<file path="src/rtl/hzd_pkg.sv">
package hzd_pkg;
   typedef enum logic [1:0] {
      BYP_RF    = 2'd0,
      BYP_EXMEM = 2'd1,
      BYP_MEMWB = 2'd2
   } byp_sel_e;
endpackage

</file>
<file path="src/rtl/hzd_src_match.sv">
module hzd_src_match #(
   parameter int REG_AW         = 5,
   parameter bit ZERO_HARDWIRED = 1'b1
) (
   input  logic [REG_AW-1:0] src,
   input  logic [REG_AW-1:0] ex_dst,
   input  logic              ex_wen,
   input  logic              ex_load,
   input  logic [REG_AW-1:0] mem_dst,
   input  logic              mem_wen,
   output logic              hit_ex_alu,
   output logic              hit_ex_load,
   output logic              hit_mem
);
   logic live;
   logic eq_ex;
   logic eq_mem;

   generate
      if (ZERO_HARDWIRED) begin : g_zero
         assign live = |src;
      end else begin : g_plain
         assign live = 1'b1;
      end
   endgenerate

   assign eq_ex       = live && ex_wen  && (ex_dst  == src);
   assign eq_mem      = live && mem_wen && (mem_dst == src);
   assign hit_ex_alu  = eq_ex && !ex_load;
   assign hit_ex_load = eq_ex &&  ex_load;
   assign hit_mem     = eq_mem;
endmodule

</file>
<file path="src/rtl/hzd_src_ctl.sv">
module hzd_src_ctl (
   input  logic               fwd_en,
   input  logic               hit_ex_alu,
   input  logic               hit_ex_load,
   input  logic               hit_mem,
   output logic               need_stall,
   output hzd_pkg::byp_sel_e  sel_nxt
);
   always_comb begin
      need_stall = 1'b0;
      sel_nxt    = hzd_pkg::BYP_RF;
      if (!fwd_en) begin
         need_stall = hit_ex_alu | hit_ex_load | hit_mem;
      end else if (hit_ex_load) begin
         need_stall = 1'b1;
      end else if (hit_ex_alu) begin
         sel_nxt = hzd_pkg::BYP_EXMEM;
      end else if (hit_mem) begin
         sel_nxt = hzd_pkg::BYP_MEMWB;
      end
   end
endmodule

</file>
<file path="src/rtl/hzd_sel_reg.sv">
module hzd_sel_reg (
   input  logic               clk,
   input  logic               rst_n,
   input  logic               clr,
   input  hzd_pkg::byp_sel_e  d,
   output hzd_pkg::byp_sel_e  q
);
   always_ff @(posedge clk or negedge rst_n) begin
      if (!rst_n)   q <= hzd_pkg::BYP_RF;
      else if (clr) q <= hzd_pkg::BYP_RF;
      else          q <= d;
   end
endmodule

</file>
<file path="src/rtl/hzd_ctrl.sv">
module hzd_ctrl #(
   parameter int REG_AW         = 5,
   parameter bit ZERO_HARDWIRED = 1'b1
) (
   input  logic              clk,
   input  logic              rst_n,
   input  logic              fwd_en,
   input  logic [REG_AW-1:0] id_src_a,
   input  logic [REG_AW-1:0] id_src_b,
   input  logic [REG_AW-1:0] ex_dst,
   input  logic              ex_wen,
   input  logic              ex_load,
   input  logic [REG_AW-1:0] mem_dst,
   input  logic              mem_wen,
   output logic              stall_front,
   output logic              bubble_ex,
   output logic [1:0]        sel_a,
   output logic [1:0]        sel_b
);
   localparam int N_SRC = 2;
   localparam int SEL_W = $bits(hzd_pkg::byp_sel_e);

   generate
      if (REG_AW < 1 || REG_AW > 8) begin : g_bad_aw
         $error("hzd_ctrl: REG_AW must lie in 1..8");
      end
      if (SEL_W != 2) begin : g_bad_sel
         $error("hzd_ctrl: select encoding must be two bits");
      end
   endgenerate

   logic [REG_AW-1:0]  src_v [N_SRC];
   logic [N_SRC-1:0]   need_stall;
   hzd_pkg::byp_sel_e  sel_d [N_SRC];
   hzd_pkg::byp_sel_e  sel_q [N_SRC];

   assign src_v[0] = id_src_a;
   assign src_v[1] = id_src_b;

   for (genvar i = 0; i < N_SRC; i++) begin : g_src
      logic h_alu, h_load, h_mem;

      hzd_src_match #(.REG_AW(REG_AW), .ZERO_HARDWIRED(ZERO_HARDWIRED)) i_match (
         .src         (src_v[i]),
         .ex_dst      (ex_dst),
         .ex_wen      (ex_wen),
         .ex_load     (ex_load),
         .mem_dst     (mem_dst),
         .mem_wen     (mem_wen),
         .hit_ex_alu  (h_alu),
         .hit_ex_load (h_load),
         .hit_mem     (h_mem)
      );

      hzd_src_ctl i_ctl (
         .fwd_en      (fwd_en),
         .hit_ex_alu  (h_alu),
         .hit_ex_load (h_load),
         .hit_mem     (h_mem),
         .need_stall  (need_stall[i]),
         .sel_nxt     (sel_d[i])
      );

      hzd_sel_reg i_reg (
         .clk   (clk),
         .rst_n (rst_n),
         .clr   (stall_front),
         .d     (sel_d[i]),
         .q     (sel_q[i])
      );
   end

   assign stall_front = |need_stall;
   assign bubble_ex   = stall_front;
   assign sel_a       = sel_q[0];
   assign sel_b       = sel_q[1];
endmodule

</file>
<file path="config.mk">
export PLATFORM = sky130hd
export DESIGN_NAME = hzd_ctrl
export DESIGN_NICKNAME = d
export VERILOG_FILES = /design/src/rtl/hzd_pkg.sv /design/src/rtl/hzd_src_match.sv /design/src/rtl/hzd_src_ctl.sv /design/src/rtl/hzd_sel_reg.sv /design/src/rtl/hzd_ctrl.sv
export SDC_FILE = /design/constraint.sdc
export NUM_CORES = 1
export LEC_CHECK = 0
export ABC_AREA = 1
export ABC_CLOCK_PERIOD_IN_PS = 1600
export BUFFER_PORTS_ARGS = -buffer_cell sky130_fd_sc_hd__buf_4
export CORE_MARGIN = 2
export CORE_UTILIZATION = 30
export CTS_CLUSTER_SIZE = 24
export DETAILED_ROUTE_END_ITERATION = 7
export GPL_ROUTABILITY_DRIVEN = 0
export SLEW_MARGIN = 20
export SYNTH_ARGS = -nofsm -noshare
export SYNTH_HDL_FRONTEND = slang
export SYNTH_SLANG_ARGS = --single-unit
</file>
<file path="constraint.sdc">
create_clock -name clk -period 1.6 [get_ports clk]
set_input_delay 0.24 -clock clk [delete_from_list [all_inputs] [get_ports clk]]
set_output_delay 0.24 -clock clk [all_outputs]
set_load 0.02 [all_outputs]
</file>
==> results of run 1 <==
final cells by class:
class / count / area share
clock buffer: 3 / 0.0249
timing repair buffer: 32 / 0.268
sequential: 4 / 0.110
multi-input combinational: 92 / 0.448
tap: 27 / 0.0373
inverter: 27 / 0.112
stage by stage:
| step | util | power [mW] | cells |
|---|---|---|---|
| after floorplan | - | 0.193 | 124 |
| after global placement | 0.450 | 0.271 | 181 |
| after detailed placement | 0.450 | 0.272 | 181 |
| after CTS | 0.466 | 0.399 | 185 |
| after global routing | 0.466 | 0.433 | 185 |
| final | 0.466 | 0.390 | 185 |
kinds of logic (layout without fill, tap and decap cells):
logic type / after synthesis / in the layout / share of synthesized area
buffers and inverters: 28 / 62 / 0.177
XOR/XNOR: 1 / 1 / 0.0143
AND/OR/NAND/NOR: 87 / 87 / 0.613
flip-flops: 4 / 4 / 0.163
AO/OA/AOI/OAI: 4 / 4 / 0.0326
how the worst max path moves through the flow:
| stage | from | endpoint |
|---|---|---|
| after floorplan | ex_dst[4] | stall_front |
| after global placement | id_src_b[3] | stall_front |
| after detailed placement | id_src_b[3] | bubble_ex |
| after CTS | id_src_b[3] | bubble_ex |
| after global routing | id_src_b[3] | bubble_ex |
| final | id_src_b[3] | stall_front |
worst min-delay path, stage by stage:
cell    delay [ns]
buf_4         0.07
or2_2         0.12
nor2_1        0.04
timing repair:
| item | 4_1_cts | 5_1_grt |
|---|---|---|
| hold endpoints to repair | 4 | 0 |
| buffers inserted | 0 | 0 |
| hold buffers | 1 | 0 |
layout by cell type (no fill, tap or decap), drive strengths merged:
master,n
a21oi,4
buf,31
clkbuf,3
dfrtp,4
dlygate4sd3,1
inv,27
nand2,64
nand3,6
nand4,2
nor2,14
or2,1
xnor2,1
power by group through the flow:
stage | registers [mW] | clock network, mW | logic [mW]
6_report | 0.103 | 0.119 | 0.168
5_1_grt | 0.102 | 0.141 | 0.189
4_1_cts | 0.103 | 0.126 | 0.171
3_5_place_dp | 0.104 | 0 | 0.168
3_3_place_gp | 0.104 | 0 | 0.168
2_1_floorplan | 0.105 | 0 | 0.0879
per-layer routing:
metal | vias up | GRT usage | wire [um]
li1 | 430 | - | -
met1 | 309 | 0.115 | 627
met2 | 19 | 0.232 | 754
met3 | 0 | 0.0276 | 64
met4 | 0 | 0.0571 | 0
met5 | - | 0 | 0
==> metrics.yaml, run 1 <==
status: "finished clean"
start_util: 0.316
ant_nets: 0
period_share: 0.886
clock-root-buffer: "clkbuf_4"
fill_cells: 231
routedWlPerCell_um: 7.82
drc: 0
htreeDepth: 1
core-area_mm2: 0.00194
worstMarginPinSlew_ns: 0.154
fp.dieW_um: 49.3
yosys_register_bits: 4
cts_buffers: 3
postSynth.asyncResetShare: 1.00
grt.overflow.total: 0
synth_edf_count: 0
crit_family: "simple AND/OR/NAND/NOR gates"
worstHoldPathCells: 3
period_needed_ns: 1.42
maxCapViolCount: 0
wirelength_mm: 1.45
rsz0062_at_grt: "no"
yosysTopAreaCell: "nand2_1"
seq_area_um2: 100
viasPerCell: 4.10
area_delta_synth_final_pct: 47.5
switchingPower_uw: 124
path_class: "in -> out"
path_depth: 10
ys.warnings.count: 0
vias: 758
top_register: "g_src.i_reg.q"
cts_buffer_depth: 2
worstPathArrival_ns: 1.18
cts_resized: 0
dp_hpwl_mm: 1.32
postPlaceCellArea_um2: 873
required_ns: 1.36
grt_usage: 0.119
setup_tns_ns: 0
row_count: 16
hp-start: "ex_load"
grt_max_degree: 5
p_int_uw: 266
clock_sinks: 4
ir_worst_vdd_mv: 0.172
layout-drive-gt1-share: 0.354
finalSetupViolCount: 0
drt_iter0_markers: 8
cts_tree: "done"
firstDrtPassIters: 4
cp_slowest_stage_delay_ns: 0.15
synth_top_area_share: 0.367
synth_ff_type: "dfrtp_1"
fin_area_um2: 906
synthTopCellsByArea: "nand2_1 (37%), dfrtp_1 (16%), inv_1 (11%)"
p_leak_nw: 0.574
pwr-share-seq: 0.263
syn_avg_cell_area_um2: 4.95
fmax_mhz: 706
largest_reg_flops: 4
slew_violations: 0
clkPwrFrac: 0.305
ys_types: 14
synth_nets: 150
hold_end: "g_src[1].i_reg.q[0]"
synth_area_um2: 614
power_density_mw_per_mm2: 430
dp_slack_ns: 0.156
holdWs_ns: 0.291
clkTransAtPathRegs_ns: 0.03
max-slew-margin-rel: 0.897
yosysMostFrequentCell: "nand2_1"
die_area_mm2: 0.00243
cp_max_fo: 4
cp_cell_sequence: "buf_4, inv_1, nand3_1, nor2_2, nor2_1, nand2_2, nand2_1, nand2_2, nand2_4, buf_4"
top_regs: "g_src.i_reg.q (4)"
antenna_found_initial: 0
io_pins: 32
io_buffers: 31
yosysSeqAreaShare: 0.163
hold_path.class: "in -> reg"
ys_top_cells_by_count: "nand2_1 (60), inv_1 (18), inv_2 (9)"
cpMaxStageDelayCell: "buf_4"
grt_pass1_vias: 601
crit_path_end_kind: "output pin"
comb_power_share: 0.432
switching_share: 0.317
dieHeight_um: 49.3
multi_input_area_um2: 405
diodes: 0
hold_violations: 0
nets: 186
finalWorstSetupSlack_ns: 0.183
synthCells: 124
cp_num_buf_inv: 3
crit_path_start_kind: "input pin"
grt_first_pass_wirelength_mm: 2.21
Power figures use the tool's default switching activity.
==> run 2, diff against run 1 <==
--- a/config.mk
+++ b/config.mk
@@ -5,7 +5,6 @@
 export SDC_FILE = /design/constraint.sdc
 export NUM_CORES = 1
 export LEC_CHECK = 0
-export ABC_AREA = 1
 export ABC_CLOCK_PERIOD_IN_PS = 1600
 export BUFFER_PORTS_ARGS = -buffer_cell sky130_fd_sc_hd__buf_4
 export CORE_MARGIN = 2
==> metrics.yaml, run 2 <==
status: "finished with violations"  # was finished clean
violations: "setup timing"
worstMarginPinSlew_ns: 0.286  # was 0.154 ns
clock-root-buffer: "clkbuf_4"  # unchanged
slew_violations: 0  # unchanged
row_count: 13  # was 16
synthTopCellsByArea: "xnor2_1 (25%), dfrtp_1 (24%), xor2_1 (17%)"  # was nand2_1 (37%), dfrtp_1 (16%), inv_1 (11%)
yosysMostFrequentCell: "xnor2_1"  # was nand2_1
grt.overflow.total: 0  # unchanged
drt_iter0_markers: 2  # was 8
viasPerCell: 4.93  # was 4.10
fp.dieW_um: 41.5  # was 49.3 um
postPlaceCellArea_um2: 786  # was 873 um2
max-slew-margin-rel: 0.808  # was 0.897
yosysTopAreaCell: "xnor2_1"  # was nand2_1
synth_area_um2: 423  # was 614 um2
path_class: "in -> out"  # unchanged
grt.met3_usage: 0.0261  # was 0.0276
antenna_found_initial: 0  # unchanged
drc: 0  # unchanged
grt_first_pass_wirelength_mm: 2.34  # was 2.21 mm
rsz0062_at_grt: "yes"  # was no
maxCapViolCount: 0  # unchanged
pwr-share-seq: 0.252  # was 0.263
htreeDepth: 1  # unchanged
crit_path_end_kind: "output pin"  # unchanged
switchingPower_uw: 117  # was 124 uW
cts_buffers: 3  # unchanged
final_common_cell: "buf_4"  # was nand2_1
ys_top_cells_by_count: "xnor2_1 (12), xor2_1 (8), dfrtp_1 (4), nand4_1 (4)"  # was nand2_1 (60), inv_1 (18), inv_2 (9)
synthCells: 47  # was 124
yosysSeqAreaShare: 0.237  # was 0.163
synth_edf_count: 0  # unchanged
die_area_mm2: 0.00173  # was 0.00243 mm2
yosys_register_bits: 4  # unchanged
grt_pass1_vias: 593  # was 601
finalWorstSetupSlack_ns: -0.103  # was 0.183 ns
use_met2: 0.375  # was 0.232
ant_nets: 0  # unchanged
clkTransAtPathRegs_ns: 0.04  # was 0.03 ns
cp_max_fo: 2  # was 4
period_needed_ns: 1.70  # was 1.42 ns
holdWs_ns: 0.209  # was 0.291 ns
firstDrtPassIters: 3  # was 4
finalSetupViolCount: 2  # was 0
top_regs: "g_src.i_reg.q (4)"  # unchanged
largest_reg_flops: 4  # unchanged
final_cell_mix: "buf_4 (40), xnor2_1 (12), xor2_1 (8)"  # was nand2_1 (60), buf_4 (31), inv_1 (18)
io_buffers: 31  # unchanged
cts_setup_buffers: 0  # unchanged
synth_ff_type: "dfrtp_1"  # unchanged
top_register: "g_src.i_reg.q"  # unchanged
cts_tree: "done"  # unchanged
nets: 124  # was 186
required_ns: 1.36  # about the same
wirelength_mm: 1.35  # was 1.45 mm
grt_usage: 0.176  # was 0.119
area_delta_synth_final_pct: 110  # was 47.5%
ys.warnings.count: 0  # unchanged
cts_buffer_depth: 2  # unchanged
dp_slack_ns: -0.121  # was 0.156 ns
vias: 547  # was 758
dieHeight_um: 41.5  # was 49.3 um
diodes: 0  # unchanged
layout-drive-gt1-share: 0.615  # was 0.354
p_leak_nw: 0.406  # was 0.574 nW
period_share: 1.06  # was 0.886
clock_sinks: 4  # unchanged
hold_path.class: "in -> reg"  # unchanged
ir_worst_vdd_mv: 0.187  # was 0.172 mV
power_density_mw_per_mm2: 459  # was 430 mW/mm2
postSynth.asyncResetShare: 1.00  # unchanged
hold_violations: 0  # unchanged
worstHoldPathCells: 2  # was 3
ys_types: 15  # was 14
p_int_uw: 291  # was 266 uW
syn_avg_cell_area_um2: 9.00  # was 4.95 um2
finish.utilization: 0.683  # was 0.466
fin_area_um2: 888  # was 906 um2
comb_power_share: 0.436  # was 0.432
io_pins: 32  # unchanged
routedWlPerCell_um: 12.2  # was 7.82 um
core-area_mm2: 0.00130  # was 0.00194 mm2
start_util: 0.325  # was 0.316
switching_share: 0.286  # was 0.317
clkPwrFrac: 0.312  # was 0.305
synth_top_area_share: 0.249  # was 0.367
worstPathArrival_ns: 1.46  # was 1.18 ns
met1_usage: 0.148  # was 0.115
grt_max_degree: 6  # was 5
fmax_mhz: 587  # was 706 MHz
crit_path_start_kind: "input pin"  # unchanged
top_usage_layer: "met2"  # unchanged
synth_nets: 73  # was 150
## run 2: cell types whose count changed after synthesis, sizes merged, moves of 4 or more
| cell | previous run | this run |
|---|---|---|
| nand2 | 64 | 3 |
| inv | 27 | 1 |
| nor2 | 14 | 2 |
| xnor2 | 1 | 12 |
| xor2 | 0 | 8 |
| nand3 | 6 | 0 |
| a21oi | 4 | 0 |
| nor4 | 0 | 4 |
## run 2: cell families after synthesis
logic type,synth area share
DFF,0.237
buffers and inverters,0.0266
xor gates and xnor gates,0.414
AOI/OAI and AO/OA,0.0621
and+or+nand+nor,0.260
## run 2: final cells by class
type | instances | area, um2
Fill cell | 110 | 413
Multi-Input combinational cell | 41 | 365
Sequential cell | 4 | 100
Tap cell | 15 | 18.8
Inverter | 1 | 3.75
Clock buffer | 3 | 22.5
Timing Repair Buffer | 47 | 378
## run 2: worst max-delay path, stage by stage
cell     delay (ns)
buf_6          0.09
or4_4          0.54
nor2_4         0.14
nor4_2         0.06
o21ai_1        0.17
nand2_2        0.09
buf_6          0.14
## run 2: per-stage QoR
stage,power [mW],TNS [ns],std cells
2_1_floorplan,0.162,-0.0298,47
3_3_place_gp,0.263,-0.245,107
3_5_place_dp,0.265,-0.242,107
4_1_cts,0.414,-0.191,111
5_1_grt,0.438,-0.299,111
6_report,0.408,-0.206,111
## run 2: layer usage
metal / share of wire / up-vias
met3: 0.073 / 0
met2: 0.62 / 25
met5: 0 / -
met4: 0 / 0
li1: - / 267
met1: 0.30 / 255
## run 2: power groups by stage
stage	clock network, mW	registers [mW]	logic (mW)
finish	0.127	0.103	0.178
CTS	0.133	0.103	0.179
floorplan	0	0.105	0.0566
global route	0.141	0.102	0.194
detailed placement	0	0.104	0.161
global placement	0	0.104	0.159
## run 2: path summary, 6_finish.rpt
check                             from             endpoint  slack, ns
worst max-delay path       id_src_b[2]          stall_front      -0.10
worst min-delay path           ex_load  g_src[1].i_reg.q[0]       0.21
max in group asynchronous        rst_n  g_src[0].i_reg.q[0]       1.16
min in group asynchronous        rst_n  g_src[1].i_reg.q[1]       0.34
## run 2: what timing repair did
item,4_1_cts,5_1_grt
pin swaps,7,0
endpoints found under the setup margin,2,2
resized for setup,14,0
hold endpoints to repair,4,0
hold buffers,1,0
==> run 3, diff against run 2 <==
--- a/config.mk
+++ b/config.mk
@@ -5,8 +5,9 @@
 export SDC_FILE = /design/constraint.sdc
 export NUM_CORES = 1
 export LEC_CHECK = 0
-export ABC_CLOCK_PERIOD_IN_PS = 1600
+export ABC_CLOCK_PERIOD_IN_PS = 1630
 export BUFFER_PORTS_ARGS = -buffer_cell sky130_fd_sc_hd__buf_4
+export CAP_MARGIN = 15
 export CORE_MARGIN = 2
 export CORE_UTILIZATION = 30
 export CTS_CLUSTER_SIZE = 24
==> constraint.sdc (replaced) <==
create_clock -name clk -period 1.63 [get_ports clk]
set_input_delay 0.2445 -clock clk [delete_from_list [all_inputs] [get_ports clk]]
set_output_delay 0.2445 -clock clk [all_outputs]
set_load 0.02 [all_outputs]
==> metrics.yaml, run 3 (synthesis gave the netlist of run 2 again) <==
worstMarginPinSlew_ns: 0.300  # was 0.286 ns
worstHoldPathCells: 2  # unchanged
power_density_mw_per_mm2: 456  # was 459 mW/mm2
clkTransAtPathRegs_ns: 0.04  # about the same
cp_max_fo: 2  # unchanged
status: "finished with violations"  # unchanged
crit_path_end_kind: "output pin"  # unchanged
fp.dieW_um: 41.5  # unchanged
largest_reg_flops: 4  # unchanged
grt_usage: 0.186  # was 0.176
grt_first_pass_wirelength_mm: 2.44  # was 2.34 mm
finalSetupViolCount: 2  # unchanged
wirelength_mm: 1.42  # was 1.35 mm
dieHeight_um: 41.5  # unchanged
p_leak_nw: 0.398  # was 0.406 nW
area_delta_synth_final_pct: 109  # was 110%
cts_buffers: 3  # unchanged
core-area_mm2: 0.00130  # unchanged
fill_cells: 109  # was 110
top_regs: "g_src.i_reg.q (4)"  # unchanged
grt.overflow.total: 0  # unchanged
maxCapViolCount: 0  # unchanged
holdWs_ns: 0.210  # was 0.209 ns
seq_area_um2: 100  # unchanged
finalWorstSetupSlack_ns: -0.0769  # was -0.103 ns
clock-root-buffer: "clkbuf_4"  # unchanged
period_needed_ns: 1.71
clock_sinks: 4  # unchanged
row_count: 13  # unchanged
slew_violations: 0  # unchanged
dp_slack_ns: -0.124  # was -0.121 ns
fmax_mhz: 586
top_register: "g_src.i_reg.q"  # unchanged
layout-drive-gt1-share: 0.606  # was 0.615
firstDrtPassIters: 3  # unchanged
rsz0062_at_grt: "yes"  # unchanged
htreeDepth: 1  # unchanged
io_buffers: 31  # unchanged
crit_path_start_kind: "input pin"  # unchanged
ir_worst_vdd_mv: 0.203  # was 0.187 mV
final_cell_mix: "buf_4 (38), xnor2_1 (12), xor2_1 (8)"  # was buf_4 (40), xnor2_1 (12), xor2_1 (8)
vias: 541  # was 547
period_share: 1.05
max-slew-margin-rel: 0.799  # was 0.808
dp_hpwl_mm: 1.20
multi_input_area_um2: 374  # was 365 um2
ant_nets: 0  # unchanged
hold_violations: 0  # unchanged
start_util: 0.325  # unchanged
path_class: "in -> out"  # unchanged
cts_buffer_depth: 2  # unchanged
nets: 122  # was 124
drt_iter0_markers: 5  # was 2
io_pins: 32  # unchanged
violations: "setup timing"  # unchanged
worstPathArrival_ns: 1.46  # about the same
hp-start: "ex_load"  # unchanged
drc: 0  # unchanged
final_common_cell: "buf_4"  # unchanged
required_ns: 1.39  # was 1.36 ns
viasPerCell: 4.96  # was 4.93
routedWlPerCell_um: 13.0  # was 12.2 um
hold_path.class: "in -> reg"  # unchanged
antenna_found_initial: 0  # unchanged
grt_max_degree: 6  # unchanged
die_area_mm2: 0.00173  # unchanged
grt_pass1_vias: 607  # was 593
hold_end: "g_src[0].i_reg.q[0]"  # was g_src[1].i_reg.q[0]
diodes: 0  # unchanged
cts_tree: "done"  # unchanged
==> run 3: worst max-delay path by stage <==
| stage | to | startpoint | depth (start not counted) |
|---|---|---|---|
| detailed placement | bubble_ex | id_src_b[0] | 7 |
| global placement | bubble_ex | id_src_b[0] | 7 |
| CTS | bubble_ex | id_src_b[4] | 7 |
| floorplan | stall_front | id_src_a[3] | 6 |
| finish | bubble_ex | id_src_a[3] | 7 |
| global route | bubble_ex | id_src_a[3] | 7 |
==> run 3: per-layer routing <==
metal / routed length [um] / track usage / up-vias
met2: 869 / 0.397 / 27
met5: 0 / 0 / -
met4: 16 / 0.0774 / 0
li1: - / - / 263
met3: 92 / 0.0348 / 2
met1: 443 / 0.158 / 249
==> run 3: worst max-delay path, cell delays in order <==
cell and delay (ns):
buf_6 0.09, or4_4 0.53, nor2_4 0.14, nor4_4 0.06, o21ai_1 0.16, nand2_2 0.09, buf_6 0.14
==> run 3: stage by stage <==
step                      cell area (um2)  utilization  power (mW)  setup TNS (ns)  std cells
final                                 882        0.678       0.403          -0.152        109
after global routing                  882        0.678       0.428          -0.265        109
after CTS                             852        0.655       0.398          -0.163        108
after detailed placement              763        0.587       0.255          -0.248        104
after global placement                763        0.587       0.252          -0.246        104
after floorplan                       433            -       0.159        -0.00881         47
==> run 3: final cells by class <==
cell class                 instances  share of cell area
clock buffer                       3              0.0255
inverter                           1             0.00426
multi-input combinational         41               0.424
sequential                         4               0.113
tap                               15              0.0213
timing repair buffer              45               0.411
==> run 3: power breakdown <==
part	switching, mW	internal (mW)
Clock	0.0463	0.0827
Combinational	0.0736	0.0991
Sequential	0.000186	0.101
==> run 3: timing repair <==
item,in CTS,in global routing
hold buffers,1,0
endpoints found under the setup margin,2,2
hold endpoints to repair,4,0
resized for setup,11,4
setup buffers,0,1
pin swaps,9,5
